==> src/rtl/lmu_pkg.sv <==
package lmu_pkg;
  typedef enum logic {
    SIDE_LEFT  = 1'b0,
    SIDE_RIGHT = 1'b1
  } lmu_side_e;
endpackage

==> src/rtl/lmu_lane_index.sv <==
module lmu_lane_index #(
  parameter int IDX_W = 3
) (
  input  logic             big_endian,
  input  logic [IDX_W-1:0] addr_lo,
  output logic [IDX_W-1:0] idx,
  output logic [IDX_W-1:0] pivot
);
  localparam logic [IDX_W-1:0] LAST = {IDX_W{1'b1}};

  always_comb begin
    idx   = big_endian ? ~addr_lo : addr_lo;
    pivot = LAST - idx;
  end
endmodule

==> src/rtl/lmu_lane_select.sv <==
module lmu_lane_select #(
  parameter int DATA_W = 64,
  localparam int BYTES = DATA_W / 8,
  localparam int IDX_W = $clog2(BYTES),
  localparam int SH_W  = IDX_W + 3
) (
  input  lmu_pkg::lmu_side_e side,
  input  logic [IDX_W-1:0]   idx,
  input  logic [IDX_W-1:0]   pivot,
  input  logic [DATA_W-1:0]  mem,
  output logic [DATA_W-1:0]  aligned,
  output logic [BYTES-1:0]   lane_en
);
  logic [SH_W-1:0] sh_left;
  logic [SH_W-1:0] sh_right;

  assign sh_left  = {pivot, 3'b000};
  assign sh_right = {idx, 3'b000};

  always_comb begin
    if (side == lmu_pkg::SIDE_RIGHT) aligned = mem >> sh_right;
    else                             aligned = mem << sh_left;
  end

  for (genvar k = 0; k < BYTES; k++) begin : g_lane
    localparam logic [IDX_W-1:0] K = IDX_W'(k);
    assign lane_en[k] = (side == lmu_pkg::SIDE_RIGHT) ? (K <= pivot) : (K >= pivot);
  end
endmodule

==> src/rtl/lmu_byte_merge.sv <==
module lmu_byte_merge #(
  parameter int DATA_W = 64,
  localparam int BYTES = DATA_W / 8
) (
  input  logic [DATA_W-1:0] old_val,
  input  logic [DATA_W-1:0] new_val,
  input  logic [BYTES-1:0]  lane_en,
  output logic [DATA_W-1:0] merged
);
  for (genvar k = 0; k < BYTES; k++) begin : g_byte
    assign merged[8*k +: 8] = lane_en[k] ? new_val[8*k +: 8] : old_val[8*k +: 8];
  end
endmodule

==> src/rtl/lmu_merge_unit.sv <==
module lmu_merge_unit #(
  parameter int DATA_W = 64,
  localparam int BYTES = DATA_W / 8,
  localparam int IDX_W = $clog2(BYTES)
) (
  input  logic              clk,
  input  logic              rst,
  input  logic              in_valid,
  input  logic              in_right,
  input  logic              in_big_endian,
  input  logic [IDX_W-1:0]  in_addr_lo,
  input  logic [DATA_W-1:0] in_mem,
  input  logic [DATA_W-1:0] in_rd,
  output logic              out_valid,
  output logic [DATA_W-1:0] out_data
);
  lmu_pkg::lmu_side_e side;
  logic [IDX_W-1:0]   idx;
  logic [IDX_W-1:0]   pivot;
  logic [DATA_W-1:0]  aligned;
  logic [BYTES-1:0]   lane_en;
  logic [DATA_W-1:0]  merged;

  assign side = lmu_pkg::lmu_side_e'(in_right);

  lmu_lane_index #(.IDX_W(IDX_W)) u_index (
    .big_endian (in_big_endian),
    .addr_lo    (in_addr_lo),
    .idx        (idx),
    .pivot      (pivot)
  );

  lmu_lane_select #(.DATA_W(DATA_W)) u_select (
    .side    (side),
    .idx     (idx),
    .pivot   (pivot),
    .mem     (in_mem),
    .aligned (aligned),
    .lane_en (lane_en)
  );

  lmu_byte_merge #(.DATA_W(DATA_W)) u_merge (
    .old_val (in_rd),
    .new_val (aligned),
    .lane_en (lane_en),
    .merged  (merged)
  );

  always_ff @(posedge clk) begin
    if (rst) begin
      out_valid <= 1'b0;
      out_data  <= '0;
    end else begin
      out_valid <= in_valid;
      if (in_valid) out_data <= merged;
    end
  end
endmodule

==> config.mk <==
export PLATFORM = sky130hd
export DESIGN_NAME = lmu_merge_unit
export DESIGN_NICKNAME = d
export VERILOG_FILES = /design/src/rtl/lmu_pkg.sv /design/src/rtl/lmu_lane_index.sv /design/src/rtl/lmu_lane_select.sv /design/src/rtl/lmu_byte_merge.sv /design/src/rtl/lmu_merge_unit.sv
export SDC_FILE = /design/constraint.sdc
export NUM_CORES = 1
export LEC_CHECK = 0
export BUFFER_PORTS_ARGS = -buffer_cell sky130_fd_sc_hd__buf_2
export CAP_MARGIN = 20
export CORE_ASPECT_RATIO = 1.25
export CORE_UTILIZATION = 59
export CTS_BUF_LIST = sky130_fd_sc_hd__clkbuf_4
export CTS_CLUSTER_SIZE = 12
export DETAILED_ROUTE_END_ITERATION = 8
export GPL_TIMING_DRIVEN = 0
export PLACE_DENSITY = 0.86
export SETUP_SLACK_MARGIN = 0.5
export SLEW_MARGIN = 20
export SYNTH_ARGS = -nofsm -noshare
export SYNTH_HDL_FRONTEND = slang
export SYNTH_HIERARCHICAL = 1
export SYNTH_SLANG_ARGS = --single-unit
==> constraint.sdc <==
create_clock -name clk -period 6.2 [get_ports clk]
set_input_delay 0.62 -clock clk [delete_from_list [all_inputs] [get_ports clk]]
set_output_delay 0.62 -clock clk [all_outputs]
set_load 0.01 [all_outputs]
==> flow_summary_export.csv <==
group,metric,value,unit
run_status,status,"finished, final reports clean",
detailed_routing,post-route-drc-count,0,
global_route,antenna_found_initial,0,
detailed_routing,detailedRoute.firstIterationViolations,950,
power_and_ir_drop,internal_power,0.980,mW
power_and_ir_drop,pwr-share-clk,0.182,
synth,post_synth.cell_area_avg,8.85,um2
power_and_ir_drop,sw_frac_of_total,0.419,
synth,synthArstFlopShare,0,
synth,synthDominantCellAreaShare,0.264,
power_and_ir_drop,power.density,205,nW/um2
floorplanning,full_die_area,12200,um2
synth,netlist.top_cell.by_area,"mux2i_1",
place,gp_routability_congestion,1.05,
timing,period_needed,2.66,ns
synth,ys_top_cells_by_area,"mux2i_1, dfxtp_1, mux2_4, nor2_1, nand2_1",
global_route,grt.overflow.total,0,
timing,slew_headroom,0.384,
critical_path,req_time_crit_path,6.54,ns
timing,final.setup_skew,0,ns
global_route,global_route.usage.met1,0.531,
synth,yosys.cell_types.count,42,
synth,synthesis.area,6940,um2
synth,synth_enable_flop_cells,0,
timing,maxClockFrequency,0.375,GHz
timing,setup_failing_eps_final,0,
timing,min_period_over_period,0.430,
critical_path,reg2regPathDepth,2,
power_and_ir_drop,p_seq_frac,0.280,
floorplanning,row_count,43,
timing,tns,0,ns
global_route,first_global_vias,7427,
clock_tree,tritoncts.num_buffers,9,
detailed_routing,via_density_per_instance,6.76,
timing,finalHoldViolCount,0,
critical_path,criticalPathCategory,"primary input to flip-flop",
clock_tree,path_clk_slew,0.13,ns
cells_and_area,area_growth,18.6,%
cells_and_area,non_filler_cells_final,1132,
cells_and_area,seq_area,1300,um2
cells_and_area,num_antenna_cells,0,
power_and_ir_drop,vdd_drop_max,134,uV
critical_path,cp-end-kind,"flip-flop",
detailed_routing,detail_route.wirelength,28100,um
global_route,grt_pass1_wl,40700,um
clock_tree,clock_sink_count,65,
global_route,grt_use_total,0.454,
timing,rsz0062_at_grt,"false",
floorplanning,die_height,123,um
power_and_ir_drop,leakagePower,4.16,nW
floorplanning,initial_core_util,0.615,
clock_tree,worstSkewPairLatency,0.44,ns
synth,post_synth_inst_count,785,
power_and_ir_drop,p_sw,0.707,mW
timing,finalMaxSlewViolations,0,
cells_and_area,layout.nets,1128,
clock_tree,cts_hold_repair_buffers,0,
cells_and_area,finish.instance_area,8230,um2
place,place_ws,3.22,ns
detailed_routing,routed-via-count,7655,
cells_and_area,drive_gt1_frac,0.355,
clock_tree,cts_max_level,3,
floorplanning,die_w,99.0,um
worst_hold_path,hold_crit_path_type,"flip-flop to flip-flop",
detailed_routing,routedWlPerCell,24.8,um
timing,max_slew.worst_pin.slew,0.924,ns
floorplanning,core,11300,um2
place,port-buffer-count,196,
clock_tree,post_cts_resize_count,0,
critical_path,worst_ep_arrival_time,3.00,ns
synth,postSynth.topFlopCell,"dfxtp_1",
cells_and_area,num-fill-cells,916,
clock_tree,buffers_inserted_during_post_cts_setup_optimization,0,
global_route,grt.met3_usage,0.108,
clock_tree,tritoncts,"done",
worst_hold_path,min_delay_path_depth,2,
detailed_routing,first_pass_iters,6,
clock_tree,cts_root_buffer,"clkbuf_4",
synth,yosys_warnings,6,
critical_path,worstPathMaxFanout,10,
place,hpwlAfterDp,21700,um
timing,hold-worst-slack,0.498,ns
run,max_cap_viol_count,0,
synth,post-synth-top-count-cell,"mux2i_1",
place,placed_cells_incl_taps,1116,
synth,ys_seq_area_frac,0.187,
synth,synth_seq_cells,65,
cells_and_area,multiInputGateArea,5070,um2
power_and_ir_drop,comb_power_share,0.537,
detailed_routing,residual_antenna_violating_net_count_after_detailed_routing,0,
place,placed_area,8090,um2
floorplanning,pin_count,201,
global_route,globalRouteMet2Util,0.729,
critical_path,cp-start-kind,"primary input",
global_route,grt_start_max_net_pins,13,
global_route,grt_most_used_layer,"met2",
synth,post_synth_most_frequent_cells,"mux2i_1, nor2_1, nand2_1",
clock_tree,cts_max_path_bufs,2,
timing,setup_ws,3.54,ns
synth,syn-num-nets,921,
## registers in the layout (all words and copies together), names as in the netlist
| name | count |
|---|---|
| out_valid | 1 |
| out_data | 64 |
## area by class of cell
class	count	area share
multi-input cells	638	0.616
flip-flops and latches	65	0.158
repair buffers	196	0.119
clock buffers	9	0.00821
plain buffers	79	0.0684
well taps	135	0.0205
clock inverters	7	0.00866
inverters	3	0.00137
## power by group through the flow
stage,clock network [mW],registers (mW),logic (mW)
2_1_floorplan,0,0.499,0.579
3_3_place_gp,0,0.480,0.859
3_5_place_dp,0,0.482,0.868
4_1_cts,0.310,0.473,0.870
5_1_grt,0.325,0.476,0.941
6_report,0.308,0.473,0.906
## cells by family after synthesis
logic type / after synthesis / synth area share
buf+inv: 82 / 0.0827
flops: 65 / 0.187
simple gates: 197 / 0.119
xor+xnor: 6 / 0.00757
mux: 262 / 0.427
compound gates: 173 / 0.176
## path summary, 6_finish.rpt
check                       to  slack [ns]          start
setup / recovery  out_data[45]        3.54  in_big_endian
hold / removal    out_data[23]        0.50   out_data[23]
setup reg to reg  out_data[63]        5.50   out_data[63]
hold reg to reg   out_data[23]        0.50   out_data[23]
## placed cells by master (no fill, tap or decap), types with 8 or more instances in the layout
cell	count
buf_2	215
mux2_2	14
a32oi_1	10
o2bb2ai_1	15
nor2_1	86
dfxtp_1	65
mux2_4	65
mux2i_1	183
o21ai_0	26
a2bb2oi_1	15
buf_4	10
buf_6	14
clkbuf_1	23
a21oi_1	21
clkbuf_4	9
o211ai_1	14
o22ai_1	31
a221oi_1	8
nand3_1	9
nand2_1	76
## stage by stage
stage	power, mW	utilization
3_5_place_dp	1.35	0.716
6_report	1.69	0.729
5_1_grt	1.74	0.729
3_3_place_gp	1.34	0.716
2_1_floorplan	1.08	-
4_1_cts	1.65	0.729
## per-layer routing
layer  part of all wire  up-vias
met5                  0        -
met2               0.45      617
met3               0.11      175
met4              0.078        0
li1                   -     3320
met1               0.36     3543
## critical path, stage by stage
cell and delay, ns:
buf_6 0.11, xnor2_1 0.14, buf_2 0.30, or2_1 0.15, clkbuf_1 0.20, buf_2 0.33
o22ai_1 0.13, o21ai_0 0.17, o21ai_0 0.25, mux2_4 0.35, mux2i_1 0.18, nor2_1 0.06
No activity file was read; power rests on OpenSTA's default activity.
